## src/rtl/dmachc_pkg.sv

```systemverilog
// Shared control word layout for the DMA channel control block.
// Assumes a control word of at least eight bits.
package dmachc_pkg;
    localparam int BIT_START  = 0;
    localparam int BIT_NIE    = 1;
    localparam int BIT_AIE    = 2;
    localparam int BIT_BIGEND = 3;
    localparam int BIT_EXTMOD = 4;
    localparam int BIT_POL    = 5;
    localparam int BIT_LEVEL  = 6;
    localparam int BIT_SNOOP  = 7;
    localparam int USED_BITS  = 8;

    typedef struct packed {
        logic snoop;
        logic level;
        logic pol;
        logic ext_mode;
        logic big_end;
        logic abt_ie;
        logic done_ie;
    } chan_cfg_t;

    localparam chan_cfg_t CFG_RESET = '{snoop: 1'b0, level: 1'b0, pol: 1'b0,
                                        ext_mode: 1'b0, big_end: 1'b1,
                                        abt_ie: 1'b1, done_ie: 1'b1};
endpackage

```

## src/rtl/dmachc_cfg_reg.sv

```systemverilog
// Control word register. Stores the mode and enable fields, turns a
// write of 1 to the start bit into a one-cycle start pulse, and forces
// the polarity field to 0. Assumes wr_en is a single-cycle strobe.
module dmachc_cfg_reg
    import dmachc_pkg::*;
#(
    parameter int DATA_W = 32
) (
    input  logic              clk,
    input  logic              rst_n,
    input  logic              wr_en,
    input  logic [DATA_W-1:0] wr_data,
    output logic [DATA_W-1:0] rd_data,
    output chan_cfg_t         cfg,
    output logic              start_pulse
);
    localparam int RSV_W = DATA_W - USED_BITS;

    chan_cfg_t cfg_q;
    logic      rsv_unused;

    assign rsv_unused = ^wr_data[DATA_W-1:USED_BITS];

    // Store the writable fields; the polarity field only ever holds 0.
    always_ff @(posedge clk) begin
        if (!rst_n) begin
            cfg_q <= CFG_RESET;
        end else if (wr_en) begin
            cfg_q.done_ie  <= wr_data[BIT_NIE];
            cfg_q.abt_ie   <= wr_data[BIT_AIE];
            cfg_q.big_end  <= wr_data[BIT_BIGEND];
            cfg_q.ext_mode <= wr_data[BIT_EXTMOD];
            cfg_q.pol      <= 1'b0;
            cfg_q.level    <= wr_data[BIT_LEVEL];
            cfg_q.snoop    <= wr_data[BIT_SNOOP];
        end
    end

    // Start acts on a written 1 only.
    assign start_pulse = wr_en & wr_data[BIT_START];

    // Assemble the read value; start and reserved bits read as 0.
    always_comb begin
        rd_data                = '0;
        rd_data[BIT_NIE]       = cfg_q.done_ie;
        rd_data[BIT_AIE]       = cfg_q.abt_ie;
        rd_data[BIT_BIGEND]    = cfg_q.big_end;
        rd_data[BIT_EXTMOD]    = cfg_q.ext_mode;
        rd_data[BIT_POL]       = cfg_q.pol;
        rd_data[BIT_LEVEL]     = cfg_q.level;
        rd_data[BIT_SNOOP]     = cfg_q.snoop;
        rd_data[DATA_W-1:USED_BITS] = {RSV_W{1'b0}};
    end

    assign cfg = cfg_q;

    // an attempt to set polarity never shows up on the read port.
    p_pol_forced_r4: assert property (@(posedge clk) disable iff (!rst_n)
        (wr_en && wr_data[BIT_POL]) |=> !rd_data[BIT_POL]);
endmodule

```

## src/rtl/dmachc_req_det.sv

```systemverilog
// Request detector. Synchronizes the asynchronous external line and
// selects software, external level or external edge detection. The
// polarity and level fields matter only in external mode. Assumes
// SYNC_STAGES >= 2.
module dmachc_req_det #(
    parameter int SYNC_STAGES = 2
) (
    input  logic clk,
    input  logic rst_n,
    input  logic ext_mode,
    input  logic level_mode,
    input  logic pol,
    input  logic sw_req,
    input  logic ext_req_n,
    output logic req_hit
);
    logic [SYNC_STAGES-1:0] sync_q;
    logic                   prev_q;
    logic                   line_s;
    logic                   line_act;
    logic                   line_edge;

    // Synchronizer chain; idle level of the line is high.
    always_ff @(posedge clk) begin
        if (!rst_n) sync_q <= '1;
        else        sync_q <= {sync_q[SYNC_STAGES-2:0], ext_req_n};
    end

    assign line_s = sync_q[SYNC_STAGES-1];

    // Previous synchronized sample for edge detection.
    always_ff @(posedge clk) begin
        if (!rst_n) prev_q <= 1'b1;
        else        prev_q <= line_s;
    end

    // Active level and active transition of the synchronized line.
    always_comb begin
        line_act  = pol ? line_s : ~line_s;
        line_edge = pol ? (~prev_q & line_s) : (prev_q & ~line_s);
    end

    // Source select: software strobe or qualified external line.
    always_comb begin
        if (!ext_mode)      req_hit = sw_req;
        else if (level_mode) req_hit = line_act;
        else                req_hit = line_edge;
    end

    // an edge request never repeats in the following cycle.
    p_edge_single_r10: assert property (@(posedge clk) disable iff (!rst_n)
        (ext_mode && !level_mode && !pol && prev_q && !line_s) |=> !(prev_q && !line_s));
endmodule

```

## src/rtl/dmachc_seq.sv

```systemverilog
// Channel sequencer. Holds the armed state, issues one-cycle request
// and acknowledge pulses, and raises completion interrupts gated by
// their enables. Completion on an armed channel takes priority over a
// start in the same cycle.
module dmachc_seq (
    input  logic clk,
    input  logic rst_n,
    input  logic start_pulse,
    input  logic req_hit,
    input  logic done,
    input  logic abort,
    input  logic done_ie,
    input  logic abt_ie,
    output logic armed,
    output logic xfer_req,
    output logic ack_n,
    output logic irq_done,
    output logic irq_abort
);
    logic finish;

    assign finish = armed & (done | abort);

    // Armed state: completion clears, start sets.
    always_ff @(posedge clk) begin
        if (!rst_n)           armed <= 1'b0;
        else if (finish)      armed <= 1'b0;
        else if (start_pulse) armed <= 1'b1;
    end

    // Request pulse to the data mover.
    always_ff @(posedge clk) begin
        if (!rst_n) xfer_req <= 1'b0;
        else        xfer_req <= armed & req_hit;
    end

    // Active-low acknowledge on the request line side.
    always_ff @(posedge clk) begin
        if (!rst_n) ack_n <= 1'b1;
        else        ack_n <= ~(armed & req_hit);
    end

    // Completion interrupts, each gated by its enable.
    always_ff @(posedge clk) begin
        if (!rst_n) begin
            irq_done  <= 1'b0;
            irq_abort <= 1'b0;
        end else begin
            irq_done  <= armed & done & done_ie;
            irq_abort <= armed & abort & abt_ie;
        end
    end

    // a request pulse needs the channel armed in the cycle before.
    p_req_needs_arm_r7: assert property (@(posedge clk) disable iff (!rst_n)
        xfer_req |-> $past(armed));
    // request and acknowledge appear together.
    p_ack_with_req_r5: assert property (@(posedge clk) disable iff (!rst_n)
        xfer_req == !ack_n);
    // done on an armed channel returns it to idle.
    p_done_idles_r8: assert property (@(posedge clk) disable iff (!rst_n)
        (armed && done) |=> !armed);
    // abort on an armed channel returns it to idle.
    p_abort_idles_r11: assert property (@(posedge clk) disable iff (!rst_n)
        (armed && abort) |=> !armed);
    // the done interrupt lasts a single cycle.
    p_irq_done_pulse_r8: assert property (@(posedge clk) disable iff (!rst_n)
        irq_done |=> !irq_done);
endmodule

```

## src/rtl/dma_chan_ctrl.sv

```systemverilog
// DMA channel control top. Joins the control register, the request
// detector and the sequencer, and exports the stored endianness and
// snoop flags. Assumes a single clock domain except ext_req_n.
module dma_chan_ctrl
    import dmachc_pkg::*;
#(
    parameter int DATA_W      = 32,
    parameter int SYNC_STAGES = 2
) (
    input  logic              clk,
    input  logic              rst_n,
    input  logic              wr_en,
    input  logic [DATA_W-1:0] wr_data,
    output logic [DATA_W-1:0] rd_data,
    input  logic              sw_req,
    input  logic              ext_req_n,
    input  logic              xfer_done,
    input  logic              xfer_abort,
    output logic              armed,
    output logic              xfer_req,
    output logic              ack_n,
    output logic              irq_done,
    output logic              irq_abort,
    output logic              big_endian,
    output logic              snoop_en
);
    chan_cfg_t cfg;
    logic      start_pulse;
    logic      req_hit;

    dmachc_cfg_reg #(.DATA_W(DATA_W)) u_cfg (
        .clk         (clk),
        .rst_n       (rst_n),
        .wr_en       (wr_en),
        .wr_data     (wr_data),
        .rd_data     (rd_data),
        .cfg         (cfg),
        .start_pulse (start_pulse)
    );

    dmachc_req_det #(.SYNC_STAGES(SYNC_STAGES)) u_det (
        .clk        (clk),
        .rst_n      (rst_n),
        .ext_mode   (cfg.ext_mode),
        .level_mode (cfg.level),
        .pol        (cfg.pol),
        .sw_req     (sw_req),
        .ext_req_n  (ext_req_n),
        .req_hit    (req_hit)
    );

    dmachc_seq u_seq (
        .clk         (clk),
        .rst_n       (rst_n),
        .start_pulse (start_pulse),
        .req_hit     (req_hit),
        .done        (xfer_done),
        .abort       (xfer_abort),
        .done_ie     (cfg.done_ie),
        .abt_ie      (cfg.abt_ie),
        .armed       (armed),
        .xfer_req    (xfer_req),
        .ack_n       (ack_n),
        .irq_done    (irq_done),
        .irq_abort   (irq_abort)
    );

    // Stored flags exported for the data path.
    assign big_endian = cfg.big_end;
    assign snoop_en   = cfg.snoop;
endmodule

```

## config.mk

```make
export PLATFORM = sky130hd
export DESIGN_NAME = dma_chan_ctrl
export DESIGN_NICKNAME = d
export VERILOG_FILES = /design/src/rtl/dmachc_pkg.sv /design/src/rtl/dmachc_cfg_reg.sv /design/src/rtl/dmachc_req_det.sv /design/src/rtl/dmachc_seq.sv /design/src/rtl/dma_chan_ctrl.sv
export SDC_FILE = /design/constraint.sdc
export NUM_CORES = 1
export LEC_CHECK = 0
export BUFFER_PORTS_ARGS = -buffer_cell sky130_fd_sc_hd__buf_2
export CAP_MARGIN = 10
export CORE_ASPECT_RATIO = 1.25
export CORE_MARGIN = 1
export CORE_UTILIZATION = 34
export DETAILED_ROUTE_END_ITERATION = 12
export HOLD_SLACK_MARGIN = 0.06
export PLACE_DENSITY = 0.82
export REMOVE_ABC_BUFFERS = 1
export SETUP_SLACK_MARGIN = 0.4
export SKIP_CTS_REPAIR_TIMING = 1
export SYNTH_ARGS = -nofsm -noshare
export SYNTH_HDL_FRONTEND = slang
export SYNTH_SLANG_ARGS = --single-unit
export TNS_END_PERCENT = 50
```

## constraint.sdc

```tcl
create_clock -name clk -period 1.15 [get_ports clk]
set_clock_uncertainty 0.1 [all_clocks]
set_input_delay 0.23 -clock clk [delete_from_list [all_inputs] [get_ports clk]]
set_output_delay 0.23 -clock clk [all_outputs]
set_load 0.01 [all_outputs]
```

# Word-level counts from Yosys, hierarchy flattened
# Index checks and enable logic that the tools add are counted.
totals:
  register_bits: 14
  inputBits: 39
op_classes:
  mux: 2
  bitwise: 12
  n_reduce_logical: 1
ops:
  columns: ["op", "n"]
  rows:
  - ["bitwise AND 1 bit", 8]
  - ["inverter 1 bit", 3]
  - ["two-way mux 1 bit", 2]
  - ["OR reduction 2 bit", 1]
  - ["bitwise OR 1 bit", 1]

# Longest topological paths before layout
depth:
  depth_word: 6
  mapped_depth: 3
  ltp_nobuf: 3

# Modules after synthesis
# A second synthesis with hierarchy kept.
hier_totals:
  hier_cells: 78
  hier_area_um2: 747.0
by_module_without_submodules:
  columns: ["mod", "instances", "cells_per_inst", "area_each_um2", "seq_area_each_um2"]
  rows:
  - ["dmachc_cfg_reg", 1, 54, 480.5, 120.1]
  - ["dmachc_seq", 1, 12, 157.7, 100.1]
  - ["dmachc_req_det", 1, 12, 108.9, 60.1]

# Worst setup path before layout
# No wires, ideal clock.
synth_path:
  kind: "flip-flop to flip-flop"
  startpoint: "reg u_cfg.cfg_q (netlist bit u_cfg.cfg[5])"
  endpoint: "reg u_seq.xfer_req"
  setup_time_ps: 116
  arrival_ps: 663
  required_time_ps: 934
  setup_slack_ps: 272
  stages_incl_launch_ff: 4
  path_buffers: 0
  cell_sequence: "dfxtp_1 nor2_1 o22ai_2 and3_1"
synth_between:
  elab_chain_len: 3
synth_rtl:
  columns: ["element", "line", "text"]
  rows:
  - ["start, declared", "dmachc_cfg_reg.sv:19", "chan_cfg_t cfg_q;"]
  - ["two-way mux 1 bit", "dmachc_req_det.sv:46", "else if (level_mode) req_hit = line_act;"]
  - ["two-way mux 1 bit", "dmachc_req_det.sv:45", "if (!ext_mode) req_hit = sw_req;"]
  - ["bitwise AND 1 bit", "dmachc_seq.sv:34", "else xfer_req <= armed & req_hit;"]
  - ["end signal, assigned", "dmachc_seq.sv:34", null]
  - ["end, declared", "dmachc_seq.sv:15", "output logic xfer_req,"]
# No other way between the ends.
# A chain may end at the register's enable or synchronous reset.

# Worst setup path in the final report
layout_path:
  startpoint: "reg u_seq.armed"
  endpoint: "out armed"
layout_lines:
  columns: ["element", "line", "text"]
  rows:
  - ["start, declared", "dmachc_seq.sv:14", "output logic armed,"]
  - ["start signal, assigned", "dmachc_seq.sv:26", "if (!rst_n) armed <= 1'b0;"]
  - ["start signal, assigned", "dmachc_seq.sv:27", "else if (finish) armed <= 1'b0;"]
  - ["start signal, assigned", "dmachc_seq.sv:28", "else if (start_pulse) armed <= 1'b1;"]
  - ["end, declared", "dma_chan_ctrl.sv:19", "output logic armed,"]
# No word-level cell between the ends.

==> impl_metrics.json <==
{
  "status": "complete, but fails checks",
  "violations": "DRC",
  "worst-path-buf-inv": 1,
  "port_buffers": 26,
  "critPathLaunchType": "register",
  "synth.area.top_cells": "dfxtp_1 (38%), buf_4 (34%), mux2i_1 (8.2%), nor2b_1 (2.6%), and4_1 (2.4%)",
  "p_per_area_nw_per_um2": 1150,
  "synth_seq_cells": 14,
  "vias": 467,
  "wire_per_inst_um": 8.22,
  "place_congestion": 0.647,
  "grt_pass1_vias": 357,
  "area_delta_synth_final_pct": 11.6,
  "p_leak_nw": 0.438,
  "cts_buffer_depth": 2,
  "ys_seq_area_frac": 0.383,
  "grt_pass1_wl_um": 1410,
  "cts_sinks": 14,
  "synthCells": 76,
  "antenna_found_initial": 0,
  "synth_top_area_frac": 0.383,
  "final_antenna_net_count": 0,
  "synth_area_per_cell_um2": 9.63,
  "final_common_cell": "conb_1",
  "drcViolationCount": 12,
  "die_y_um": 53.9,
  "setup_viol": 0,
  "nets": 141,
  "dp_hpwl_um": 782,
  "clk_latency_ns": 0.26,
  "dieArea_um2": 2340,
  "min_path_type": "primary input to register",
  "max_stage_delay_ns": 0.35,
  "critPathTopFamily": "flip-flops",
  "die_w_um": 43.5,
  "crit_path_top_delay_cell": "dfxtp_4",
  "end_kind": "output port",
  "yosysUniqueCellTypes": 17,
  "critPathMaxFanout": 4,
  "synth_top_area_cell": "dfxtp_1",
  "ys_warn_count": 0,
  "cts_root_buf": "clkbuf_4",
  "drt_wl_total_um": 986,
  "ios": 78,
  "cts_buffers": 3,
  "min_period_over_period": 0.921,
  "dpl_cell_area_um2": 722,
  "final_util": 0.408,
  "grt_overflow_total": 0,
  "grt_max_degree": 15,
  "drv_cap": 0,
  "layout_setup_ws_ns": 0.0904,
  "hold_violations": 0,
  "hold_depth": 2,
  "arrival_ns": 0.73,
  "whs_ns": 0.0407,
  "reg2reg_depth": 4,
  "start_util": 0.365,
  "core_area_um2": 2000,
  "worstPathCellList": "buf_6",
  "required_ns": 0.82,
  "slew_viol_final": 0,
  "drtPass1Iterations": 8,
  "worst-path-stages": 1,
  "path_class": "register to output port",
  "gr-usage-all-layers": 0.0876,
  "rsz0062_at_grt": "true",
  "design_area_um2": 817,
  "row_count": 18,
  "cts_tree": "done",
  "clkTransAtPathRegs_ns": 0.08,
  "max_freq_ghz": 0.944,
  "diodes": 0,
  "syn-cell-area_um2": 732,
  "dpl_worst_slack_ns": 0.183,
  "htree_num_levels": 1,
  "ir_worst_vdd_uv": 503,
  "fin_crit_ns": 1.06,
  "vias_per_cell": 3.89,
  "layout_common_cells": "conb_1 (26), buf_2 (21), dfxtp_1 (7)",
  "drt-initial-drc-count": 17,
  "layout-drive-gt1-share": 0.410
}
## cells in the mapped netlist
cell and count:
a21boi_1 1, and3_1 1, and4_1 2, buf_4 33, buf_6 1, conb_1 1, dfxtp_1 14, inv_1 1
mux2i_1 6, nand2_1 4, nand2b_1 2, nand3_1 1, nand3b_1 1, nor2_1 2, nor2b_1 3, o22ai_2 1
or2b_1 2
## cells by family after synthesis
family | after synthesis | share of synthesized area
AOI/OAI and AO/OA | 2 | 0.0274
buffers and inverters | 35 | 0.359
DFF | 14 | 0.383
muxes | 6 | 0.0821
other | 1 | 0.00512
and+or+nand+nor | 18 | 0.144
## cell type report
class                           instances  area [um^2]
Clock buffer                            3         22.5
Fill cell                             202         1190
Inverter                                1         3.75
Multi-Input combinational cell         52          283
Sequential cell                        14          292
Tap cell                               20         25.0
Timing Repair Buffer                   30          191
## worst paths after layout
| path | startpoint | endpoint | slack [ns] |
|---|---|---|---|
| max | u_seq.armed | armed | 0.09 |
| min | ext_req_n | u_det.sync_q[0] | 0.04 |
| max reg2reg | u_cfg.cfg[3] | u_seq.xfer_req | 0.16 |
| min reg2reg | u_det.sync_q[0] | u_det.sync_q[1] | 0.31 |
## metrics by stage
step	cells	TNS [ns]	total power, W
after floorplan	67	0	0.000609
after global placement	113	0	0.000662
after detailed placement	113	0	0.000667
after CTS	116	-0.0272	0.000927
after global routing	120	0	0.00100
final	120	0	0.000937
## registers in the layout, summed over array words and instances (netlist names)
signal	flops
u_cfg.cfg	6
u_det.sync_q	2
u_det.prev_q	1
u_seq.ack_n	1
u_seq.armed	1
u_seq.irq_abort	1
u_seq.irq_done	1
u_seq.xfer_req	1
## report_power, final
group          internal (W)  total (W)  switching [W]
combinational     0.0000719   0.000161      0.0000886
clock              0.000121   0.000256       0.000135
sequential         0.000507   0.000520      0.0000131
## routing by layer
layer,GRT usage,share of wire,vias up,routed length (um)
met5,0,0,-,0
met4,0.0625,0,0,0
met3,0.0302,0.11,0,109
met2,0.152,0.50,36,496
met1,0.0879,0.39,198,380
li1,-,-,233,-
Power figures use the tool's default switching activity.
